--- config.mk ---
export PLATFORM = sky130hd
export DESIGN_NAME = wbuf_load_ctrl
export DESIGN_NICKNAME = d
export VERILOG_FILES = /design/src/rtl/wbuf_pkg.sv /design/src/rtl/wbuf_page_regs.sv /design/src/rtl/wbuf_abort_exit.sv /design/src/rtl/wbuf_seq_fsm.sv /design/src/rtl/wbuf_load_ctrl.sv
export SDC_FILE = /design/constraint.sdc
export NUM_CORES = 1
export LEC_CHECK = 0
export BUFFER_PORTS_ARGS = -buffer_cell sky130_fd_sc_hd__clkbuf_2
export CELL_PAD_IN_SITES_DETAIL_PLACEMENT = 1
export CELL_PAD_IN_SITES_GLOBAL_PLACEMENT = 1
export CORE_MARGIN = 5
export CORE_UTILIZATION = 50
export CTS_CLUSTER_DIAMETER = 150
export CTS_CLUSTER_SIZE = 20
export DETAILED_ROUTE_END_ITERATION = 8
export PLACE_DENSITY = 0.77
export SYNTH_ARGS = -nofsm -noshare
export SYNTH_HDL_FRONTEND = slang
export SYNTH_SLANG_ARGS = --single-unit
export TNS_END_PERCENT = 20
--- constraint.sdc ---
create_clock -name clk -period 4.6 [get_ports clk]
set_input_delay 0.46 -clock clk [delete_from_list [all_inputs] [get_ports clk]]
set_output_delay 0.46 -clock clk [all_outputs]
set_load 0.02 [all_outputs]
--- src/rtl/wbuf_pkg.sv ---
package wbuf_pkg;

    typedef enum logic [2:0] {
        ST_IDLE    = 3'd0,
        ST_ARMED   = 3'd1,
        ST_COUNT   = 3'd2,
        ST_LOAD    = 3'd3,
        ST_CONFIRM = 3'd4,
        ST_ABORT   = 3'd5
    } wbuf_state_e;

    localparam logic [7:0] CMD_LOAD    = 8'h25;
    localparam logic [7:0] CMD_CONFIRM = 8'h29;
    localparam logic [7:0] KEY_FIRST   = 8'hAA;
    localparam logic [7:0] KEY_SECOND  = 8'h55;
    localparam logic [7:0] KEY_EXIT    = 8'hF0;
    localparam int         KEY_ADDR_W  = 11;
    localparam logic [KEY_ADDR_W-1:0] KEY_ADDR_A = 11'h555;
    localparam logic [KEY_ADDR_W-1:0] KEY_ADDR_B = 11'h2AA;

endpackage

--- src/rtl/wbuf_page_regs.sv ---
module wbuf_page_regs #(
    parameter int DATA_W = 16,
    parameter int IDX_W  = 4
) (
    input  logic                    clk,
    input  logic                    rst_n,
    input  logic                    clr,
    input  logic                    we,
    input  logic [IDX_W-1:0]        widx,
    input  logic [DATA_W-1:0]       wdata,
    input  logic [IDX_W-1:0]        ridx,
    output logic [DATA_W-1:0]       rdata,
    output logic [(2**IDX_W)-1:0]   valid
);
    localparam int WORDS = 2 ** IDX_W;

    logic [DATA_W-1:0] mem [WORDS];

    for (genvar i = 0; i < WORDS; i++) begin : g_entry
        logic hit;
        assign hit = we && (widx == IDX_W'(i));

        always_ff @(posedge clk) begin
            if (!rst_n) begin
                mem[i] <= '0;
            end else if (hit) begin
                mem[i] <= wdata;
            end
        end

        always_ff @(posedge clk) begin
            if (!rst_n) begin
                valid[i] <= 1'b0;
            end else if (clr) begin
                valid[i] <= 1'b0;
            end else if (hit) begin
                valid[i] <= 1'b1;
            end
        end
    end

    assign rdata = mem[ridx];

endmodule

--- src/rtl/wbuf_abort_exit.sv ---
module wbuf_abort_exit
    import wbuf_pkg::*;
(
    input  logic                  clk,
    input  logic                  rst_n,
    input  logic                  active,
    input  logic                  wr_valid,
    input  logic [KEY_ADDR_W-1:0] key_addr,
    input  logic [7:0]            key_data,
    output logic                  done
);
    typedef enum logic [1:0] {
        KS_WAIT_AA = 2'd0,
        KS_WAIT_55 = 2'd1,
        KS_WAIT_F0 = 2'd2
    } key_step_e;

    key_step_e step_q, step_d;
    logic      is_first, is_second, is_exit;

    assign is_first  = (key_addr == KEY_ADDR_A) && (key_data == KEY_FIRST);
    assign is_second = (key_addr == KEY_ADDR_B) && (key_data == KEY_SECOND);
    assign is_exit   = (key_addr == KEY_ADDR_A) && (key_data == KEY_EXIT);

    always_comb begin
        step_d = step_q;
        if (!active) begin
            step_d = KS_WAIT_AA;
        end else if (wr_valid) begin
            unique case (step_q)
                KS_WAIT_AA: step_d = is_first ? KS_WAIT_55 : KS_WAIT_AA;
                KS_WAIT_55: step_d = is_second ? KS_WAIT_F0 :
                                     (is_first ? KS_WAIT_55 : KS_WAIT_AA);
                KS_WAIT_F0: step_d = is_exit ? KS_WAIT_AA :
                                     (is_first ? KS_WAIT_55 : KS_WAIT_AA);
                default:    step_d = KS_WAIT_AA;
            endcase
        end
    end

    always_ff @(posedge clk) begin
        if (!rst_n) begin
            step_q <= KS_WAIT_AA;
        end else begin
            step_q <= step_d;
        end
    end

    assign done = active && wr_valid && (step_q == KS_WAIT_F0) && is_exit;

endmodule

--- src/rtl/wbuf_seq_fsm.sv ---
module wbuf_seq_fsm
    import wbuf_pkg::*;
#(
    parameter int ADDR_W   = 22,
    parameter int DATA_W   = 16,
    parameter int SECT_LSB = 15,
    parameter int IDX_W    = 4
) (
    input  logic                        clk,
    input  logic                        rst_n,
    input  logic                        prefix_done,
    input  logic                        wr_valid,
    input  logic [ADDR_W-1:0]           wr_addr,
    input  logic [DATA_W-1:0]           wr_data,
    input  logic                        exit_done,
    output logic                        in_abort,
    output logic                        buf_clr,
    output logic                        buf_we,
    output logic [IDX_W-1:0]            buf_widx,
    output logic [ADDR_W-SECT_LSB-1:0]  sector_q,
    output logic [ADDR_W-IDX_W-1:0]     page_q,
    output logic [IDX_W-1:0]            count_q,
    output logic                        prog_q
);
    localparam int SECT_W = ADDR_W - SECT_LSB;
    localparam int PAGE_W = ADDR_W - IDX_W;

    wbuf_state_e state_q, state_d;

    logic [SECT_W-1:0] wr_sect;
    logic [PAGE_W-1:0] wr_page;
    logic [7:0]        cmd;
    logic              sect_hit;
    logic              page_hit;
    logic              count_ok;
    logic [IDX_W:0]    loaded_q;
    logic              first_word;
    logic              last_word;
    logic              word_ok;
    logic              open_cmd;
    logic              count_take;
    logic              good_confirm;

    assign wr_sect    = wr_addr[ADDR_W-1:SECT_LSB];
    assign wr_page    = wr_addr[ADDR_W-1:IDX_W];
    assign cmd        = wr_data[7:0];
    assign sect_hit   = (wr_sect == sector_q);
    assign page_hit   = (wr_page == page_q);
    assign count_ok   = (wr_data[DATA_W-1:IDX_W] == '0);
    assign first_word = (loaded_q == '0);
    assign last_word  = (loaded_q == {1'b0, count_q});
    assign word_ok    = first_word ? sect_hit : page_hit;

    assign open_cmd     = (state_q == ST_ARMED) && wr_valid && (cmd == CMD_LOAD);
    assign count_take   = (state_q == ST_COUNT) && wr_valid && sect_hit && count_ok;
    assign good_confirm = (state_q == ST_CONFIRM) && wr_valid && sect_hit
                          && (cmd == CMD_CONFIRM);

    // next-state logic
    always_comb begin
        state_d = state_q;
        unique case (state_q)
            ST_IDLE: begin
                if (prefix_done) state_d = ST_ARMED;
            end
            ST_ARMED: begin
                if (wr_valid) state_d = (cmd == CMD_LOAD) ? ST_COUNT : ST_IDLE;
            end
            ST_COUNT: begin
                if (wr_valid) state_d = (sect_hit && count_ok) ? ST_LOAD : ST_ABORT;
            end
            ST_LOAD: begin
                if (wr_valid) begin
                    if (!word_ok)       state_d = ST_ABORT;
                    else if (last_word) state_d = ST_CONFIRM;
                end
            end
            ST_CONFIRM: begin
                if (wr_valid) begin
                    if (good_confirm) state_d = prefix_done ? ST_ARMED : ST_IDLE;
                    else              state_d = ST_ABORT;
                end
            end
            ST_ABORT: begin
                if (exit_done) state_d = ST_IDLE;
            end
            default: state_d = ST_IDLE;
        endcase
    end

    // state register
    always_ff @(posedge clk) begin
        if (!rst_n) begin
            state_q <= ST_IDLE;
        end else begin
            state_q <= state_d;
        end
    end

    // registered outputs and captured fields
    always_ff @(posedge clk) begin
        if (!rst_n) begin
            sector_q <= '0;
            page_q   <= '0;
            count_q  <= '0;
            loaded_q <= '0;
            prog_q   <= 1'b0;
        end else begin
            prog_q <= good_confirm;
            if (open_cmd) begin
                sector_q <= wr_sect;
            end
            if (count_take) begin
                count_q  <= wr_data[IDX_W-1:0];
                loaded_q <= '0;
            end
            if (buf_we) begin
                loaded_q <= loaded_q + 1'b1;
                if (first_word) page_q <= wr_page;
            end
        end
    end

    assign in_abort = (state_q == ST_ABORT);
    assign buf_clr  = open_cmd;
    assign buf_we   = (state_q == ST_LOAD) && wr_valid && word_ok;
    assign buf_widx = wr_addr[IDX_W-1:0];

endmodule

--- src/rtl/wbuf_load_ctrl.sv ---
module wbuf_load_ctrl
    import wbuf_pkg::*;
#(
    parameter int ADDR_W   = 22,
    parameter int DATA_W   = 16,
    parameter int SECT_LSB = 15,
    parameter int IDX_W    = 4
) (
    input  logic                        clk,
    input  logic                        rst_n,
    input  logic                        prefix_done,
    input  logic                        wr_valid,
    input  logic [ADDR_W-1:0]           wr_addr,
    input  logic [DATA_W-1:0]           wr_data,
    input  logic [IDX_W-1:0]            rd_idx,
    output logic [DATA_W-1:0]           rd_data,
    output logic [(2**IDX_W)-1:0]       buf_valid,
    output logic [ADDR_W-SECT_LSB-1:0]  buf_sector,
    output logic [ADDR_W-IDX_W-1:0]     buf_page,
    output logic [IDX_W-1:0]            buf_count,
    output logic                        prog_start,
    output logic                        abort
);
    logic             in_abort;
    logic             exit_done;
    logic             buf_clr;
    logic             buf_we;
    logic [IDX_W-1:0] buf_widx;

    wbuf_seq_fsm #(
        .ADDR_W   (ADDR_W),
        .DATA_W   (DATA_W),
        .SECT_LSB (SECT_LSB),
        .IDX_W    (IDX_W)
    ) u_fsm (
        .clk         (clk),
        .rst_n       (rst_n),
        .prefix_done (prefix_done),
        .wr_valid    (wr_valid),
        .wr_addr     (wr_addr),
        .wr_data     (wr_data),
        .exit_done   (exit_done),
        .in_abort    (in_abort),
        .buf_clr     (buf_clr),
        .buf_we      (buf_we),
        .buf_widx    (buf_widx),
        .sector_q    (buf_sector),
        .page_q      (buf_page),
        .count_q     (buf_count),
        .prog_q      (prog_start)
    );

    wbuf_abort_exit u_exit (
        .clk      (clk),
        .rst_n    (rst_n),
        .active   (in_abort),
        .wr_valid (wr_valid),
        .key_addr (wr_addr[KEY_ADDR_W-1:0]),
        .key_data (wr_data[7:0]),
        .done     (exit_done)
    );

    wbuf_page_regs #(
        .DATA_W (DATA_W),
        .IDX_W  (IDX_W)
    ) u_regs (
        .clk   (clk),
        .rst_n (rst_n),
        .clr   (buf_clr),
        .we    (buf_we),
        .widx  (buf_widx),
        .wdata (wr_data),
        .ridx  (rd_idx),
        .rdata (rd_data),
        .valid (buf_valid)
    );

    assign abort = in_abort;

endmodule

== Yosys cells after proc, flatten, opt, wreduce, memory -nomap -nowiden ==
Memories as Yosys holds them, arrays and structs flattened.
Index checks and enable logic that the tools add are counted.

* Add/sub/neg operators: 1
* Equality and inequality tests: 39
* Mux-type cells: 85
* Bitwise logic cells: 17
* Reduce and logical (&&, ||, !) cells: 43

{| class="wikitable"
|+ Operators by type and width
! operator !! count
|-
| $mux 16 || 16
|-
| $mux 1 || 52
|-
| $logic_and 1x1->1 || 33
|-
| $eq 4x4->1 const B || 8
|-
| $mux 3 || 10
|-
| $eq 18x18->1 || 1
|-
| $pmux 3 s6 || 1
|-
| $eq 4x3->1 const B || 4
|-
| $eq 8x6->1 const B || 2
|-
| $eq 8x8->1 const B || 2
|-
| $or 1x1->1 || 16
|-
| $logic_not 12->1 || 1
|-
| $ne 2x2->1 const B || 6
|-
| $eq 11x10->1 const B || 1
|-
| $eq 11x11->1 const B || 1
|-
| $mux 5 || 2
|-
| $eq 4x2->1 const B || 2
|-
| $eq 8x7->1 const B || 1
|-
| $eq 7x7->1 || 1
|-
| $reduce_and 7->1 || 1
|-
| $eq 3x2->1 const B || 2
|-
| $eq 3x3->1 const B || 2
|-
| $mux 2 || 3
|-
| $pmux 2 s3 || 1
|-
| 15 further kinds || 16
|}

* Register bits: 56
* Memory bits (writable): 256
* Bits of input ports: 46
* Word-level logic and storage cells: 209
* Memories kept: 1

{| class="wikitable"
|+ Memories
! memory !! depth !! bits a word !! rd ports !! clocked after Yosys merged registers in !! write ports !! line !! text
|-
| u_regs.mem || 16 || 16 || 1 || 0 || 16 || wbuf_page_regs.sv:17 || <nowiki>logic [DATA_W-1:0] mem [WORDS];</nowiki>
|}

== Depth between registers and ports, before layout ==
* Depth in word-level cells: 8
* Mapped depth: 11
* Gate-level depth less buffers: 8

== Cells and area by module ==
Synthesis repeated with hierarchy kept, for this count alone.

* Cell total of the unflattened synthesis: 1040
* Area, all modules: 14569.0 µm²

{| class="wikitable"
|+ Modules (own cells, without submodules)
! module !! instances !! cells an instance !! area an instance (µm²)
|-
| wbuf_page_regs || 1 || 783 || 12271.8
|-
| wbuf_seq_fsm || 1 || 233 || 2077.0
|-
| wbuf_abort_exit || 1 || 24 || 220.2
|}

== Worst setup path after synthesis ==
OpenSTA, ideal clock, no wires.

* Kind: reg-to-reg
* Start: reg u_fsm.loaded_q[0]
* End: mem u_regs.mem[6][0] (enable)
* Library setup time: 0.411 ns
* Arrival: 2.963 ns
* Path slack: 1.225 ns
* Cell stages (with the launch flop): 10
* Clock period less this slack: 3.375 ns
* Path through: dfxtp_1 -> inv_1 -> ha_1 -> nor4b_2 -> nor4_1 -> a21o_1 -> buf_2 -> nand3_1 -> clkbuf_1 -> o21ai_0

{| class="wikitable"
|+ RTL lines
! item !! line !! text
|-
| from (decl) || wbuf_seq_fsm.sv:36 || <nowiki>logic [IDX_W:0] loaded_q;</nowiki>
|-
| from (signal assigned) || wbuf_seq_fsm.sv:118 || <nowiki>loaded_q <= loaded_q + 1'b1;</nowiki>
|-
| to (decl) || wbuf_page_regs.sv:17 ||
|}

==> flow_summary.json <==
{
  "worst_slack_ns": 1.03,
  "syn_nets": 1121,
  "antenna_found_initial": 0,
  "reg2reg_slack_ns": 1.03,
  "dp_hpwl_um": 29000,
  "path_max_fanout": 51,
  "final_cells": 1547,
  "reg2reg_from": "u_fsm.loaded_q[0]$_SDFFE_PN0P_",
  "syn_to_final_growth_pct": 10.8,
  "fin_crit_sh_pct": 77.5,
  "netlist_area_mm2": 0.0142,
  "grt-ovfl-total": 0,
  "fin_setup_tns_ns": 0,
  "pre_cts_ws_ns": 1.02,
  "cts_resized": 0,
  "cts_tree": "yes",
  "crit_path_end_kind": "register",
  "hold_path_end": "u_fsm.page_q[8]$_SDFFE_PN0P_",
  "core_mm2": 0.0279,
  "final_nets": 1205,
  "max-clock-path-buffers": 3,
  "first_pass_iters": 5,
  "min_path_type": "in2reg",
  "avgSynthCellArea_um2": 13.2,
  "fin_util_pct": 56.3,
  "crit_arrival_ns": 3.79,
  "grt_max_degree": 60,
  "synthFlopType": "edfxtp_1",
  "holdWs_ns": 0.192,
  "ctsHtreeMaxLevel": 1,
  "antennaDiodeCount": 0,
  "critPathRequiredTime_ns": 4.82,
  "fp.dieArea_mm2": 0.0318,
  "start_kind": "register",
  "reg2regPathDepth": 9,
  "root_buffer": "clkbuf_16",
  "hold_viol": 0,
  "drive_gt1_share_pct": 23.7,
  "grt_usage_pct": 27.6,
  "grt_pass1_vias": 10200,
  "relSlewSlack_pct": 33.6,
  "setup_viol": 0,
  "die-width_um": 178,
  "initial_core_util_pct": 50.8,
  "path_class": "reg2reg",
  "status": "finished, final reports clean",
  "drc_errors": 0,
  "postCtsSetupBuffers": 0,
  "ant_nets": 0,
  "tightestPinTransition_ns": 0.996,
  "min_period_ns": 3.57,
  "wire_per_inst_um": 27.7,
  "synth_cell_types": 56,
  "cts_sinks": 312,
  "std_cell_rows": 61,
  "power_leakage_nw": 5.32,
  "ios": 109,
  "holdCritStartpoint": "wr_addr[12]",
  "ys_ff_latch": 312,
  "synth_edf_count": 256,
  "synth_cells": 1073,
  "synth.yosys.seq_area_share_pct": 62.2,
  "port_buffers": 108,
  "dp.cells": 1514,
  "rsz0062_at_grt": "false",
  "first_iter_violations": 1006,
  "clock_latency_ns": 0.52,
  "fin_worst_skew_ns": 0.0159,
  "routabilityCongestion": 0.817,
  "clk_pin_slew_worst_paths_ns": 0.08,
  "grt_pass1_wl_um": 64600,
  "powerDensity_mw_per_mm2": 340,
  "wirelength_um": 42900,
  "yosys_warnings": 0,
  "vias_per_cell": 6.22,
  "cts_hold_buffers": 0,
  "dieHeight_um": 178,
  "cap_viol_max_count": 0,
  "drv_slew": 0,
  "hold_depth": 3,
  "async_flop_share_pct": 0,
  "r2r-end": "u_regs.mem[9][12]$_SDFFCE_PN0P_",
  "num_vias": 9626,
  "vdd_ir_drop_max_v": 0.000259,
  "fmax_mhz": 280,
  "cts_buffers": 19
}
## cell type report
type	count	area, um2
tap	378	473
clock buffer	32	524
multi-input combinational	670	4980
timing repair buffer	147	863
fill	2795	12200
sequential	312	8810
clock inverter	1	8.76
inverter	7	26.3
## routing by layer
| layer | global-route usage (%) | up-vias | share of wire (%) |
|---|---|---|---|
| li1 | - | 4133 | - |
| met1 | 36.4 | 4963 | 38 |
| met5 | 0 | - | 0 |
| met3 | 3.03 | 66 | 7.5 |
| met2 | 48.9 | 464 | 52 |
| met4 | 7.45 | 0 | 2.6 |
## state kept, by name (all words and copies together) (netlist names)
| register | cells |
|---|---|
| u_fsm.count_q | 4 |
| u_fsm.loaded_q | 5 |
| u_fsm.sector_q | 7 |
| u_regs.valid | 16 |
| u_fsm.state_q | 3 |
| u_fsm.prog_q | 1 |
| u_regs.mem | 256 |
| u_exit.step_q | 2 |
| u_fsm.page_q | 18 |
## critical path, stage by stage, from the launching register on
cell and delay, ns:
dfxtp_1 0.40, inv_1 0.10, ha_1 0.20, nor4b_2 0.17
nor4_1 0.39, a21o_1 0.54, nand3_2 0.12, buf_4 0.36
o21ai_2 0.65, buf_4 0.31
## synthesized netlist by cell type (all sizes together), types with 7 or more instances
| cell type | count | area [um2] |
|---|---|---|
| clkbuf | 59 | 225 |
| o21ai | 32 | 160 |
| nand3 | 72 | 360 |
| buf | 25 | 180 |
| nand4 | 15 | 154 |
| nor2 | 255 | 957 |
| edfxtp | 256 | 7690 |
| xnor2 | 28 | 245 |
| nand2 | 55 | 209 |
| inv | 7 | 26.3 |
| nor2b | 18 | 113 |
| mux2i | 15 | 150 |
| nor3 | 23 | 126 |
| nand2b | 7 | 43.8 |
| dfxtp | 56 | 1120 |
| a21oi | 7 | 35.0 |
| mux4 | 80 | 1800 |
## power breakdown
group / switching, mW / internal [mW]
combinational: 0.308 / 0.178
sequential: 0.0331 / 3.12
clock: 0.914 / 0.787
## logic make-up after synthesis
logic type / synth area share, %
flops: 62.2
fa+ha+maj: 0.177
simple gates: 16.0
compound gates: 2.89
buf+inv: 3.05
xor+xnor: 1.86
mux: 13.8
## layout by cell type (no fill, tap or decap), types with 3 or more instances in the layout
cell / synthesis / final
edfxtp_1: 256 / 256
nor2_1: 255 / 255
clkbuf_2: 3 / 106
mux4_2: 80 / 80
nand3_1: 72 / 68
dfxtp_1: 56 / 56
nand2_1: 54 / 54
buf_4: 3 / 39
xnor2_1: 28 / 28
nor3_1: 22 / 22
o21ai_0: 32 / 20
clkbuf_16: 0 / 19
nor2b_1: 18 / 17
mux2i_1: 15 / 15
clkbuf_1: 56 / 13
o21ai_2: 0 / 12
nand4_1: 11 / 11
nand2b_1: 7 / 7
a21oi_1: 7 / 7
inv_1: 7 / 7
nand4b_1: 6 / 6
a32o_1: 6 / 6
nor4_1: 5 / 5
and2_1: 5 / 5
a41oi_1: 4 / 4
nand4_4: 4 / 4
nand3_2: 0 / 4
nand3b_1: 3 / 3
## worst max-delay path by stage
stage                                         from                              end  depth (start not counted)
floorplan           u_fsm.loaded_q[0]$_SDFFE_PN0P_   u_regs.mem[6][0]$_SDFFCE_PN0P_                          9
global placement                        wr_addr[6]  u_regs.mem[9][14]$_SDFFCE_PN0P_                          9
detailed placement                      wr_addr[5]  u_regs.mem[9][14]$_SDFFCE_PN0P_                          9
CTS                 u_fsm.loaded_q[0]$_SDFFE_PN0P_  u_regs.mem[9][12]$_SDFFCE_PN0P_                          9
global route        u_fsm.loaded_q[0]$_SDFFE_PN0P_  u_regs.mem[9][15]$_SDFFCE_PN0P_                          9
finish              u_fsm.loaded_q[0]$_SDFFE_PN0P_  u_regs.mem[9][12]$_SDFFCE_PN0P_                          9
## per-stage QoR
stage,instance area [um2],power (mW)
floorplan,14200,3.49
global placement,15200,3.68
detailed placement,15200,3.70
CTS,15700,5.37
global route,15700,5.51
finish,15700,5.34
No activity file was read; power rests on OpenSTA's default activity.
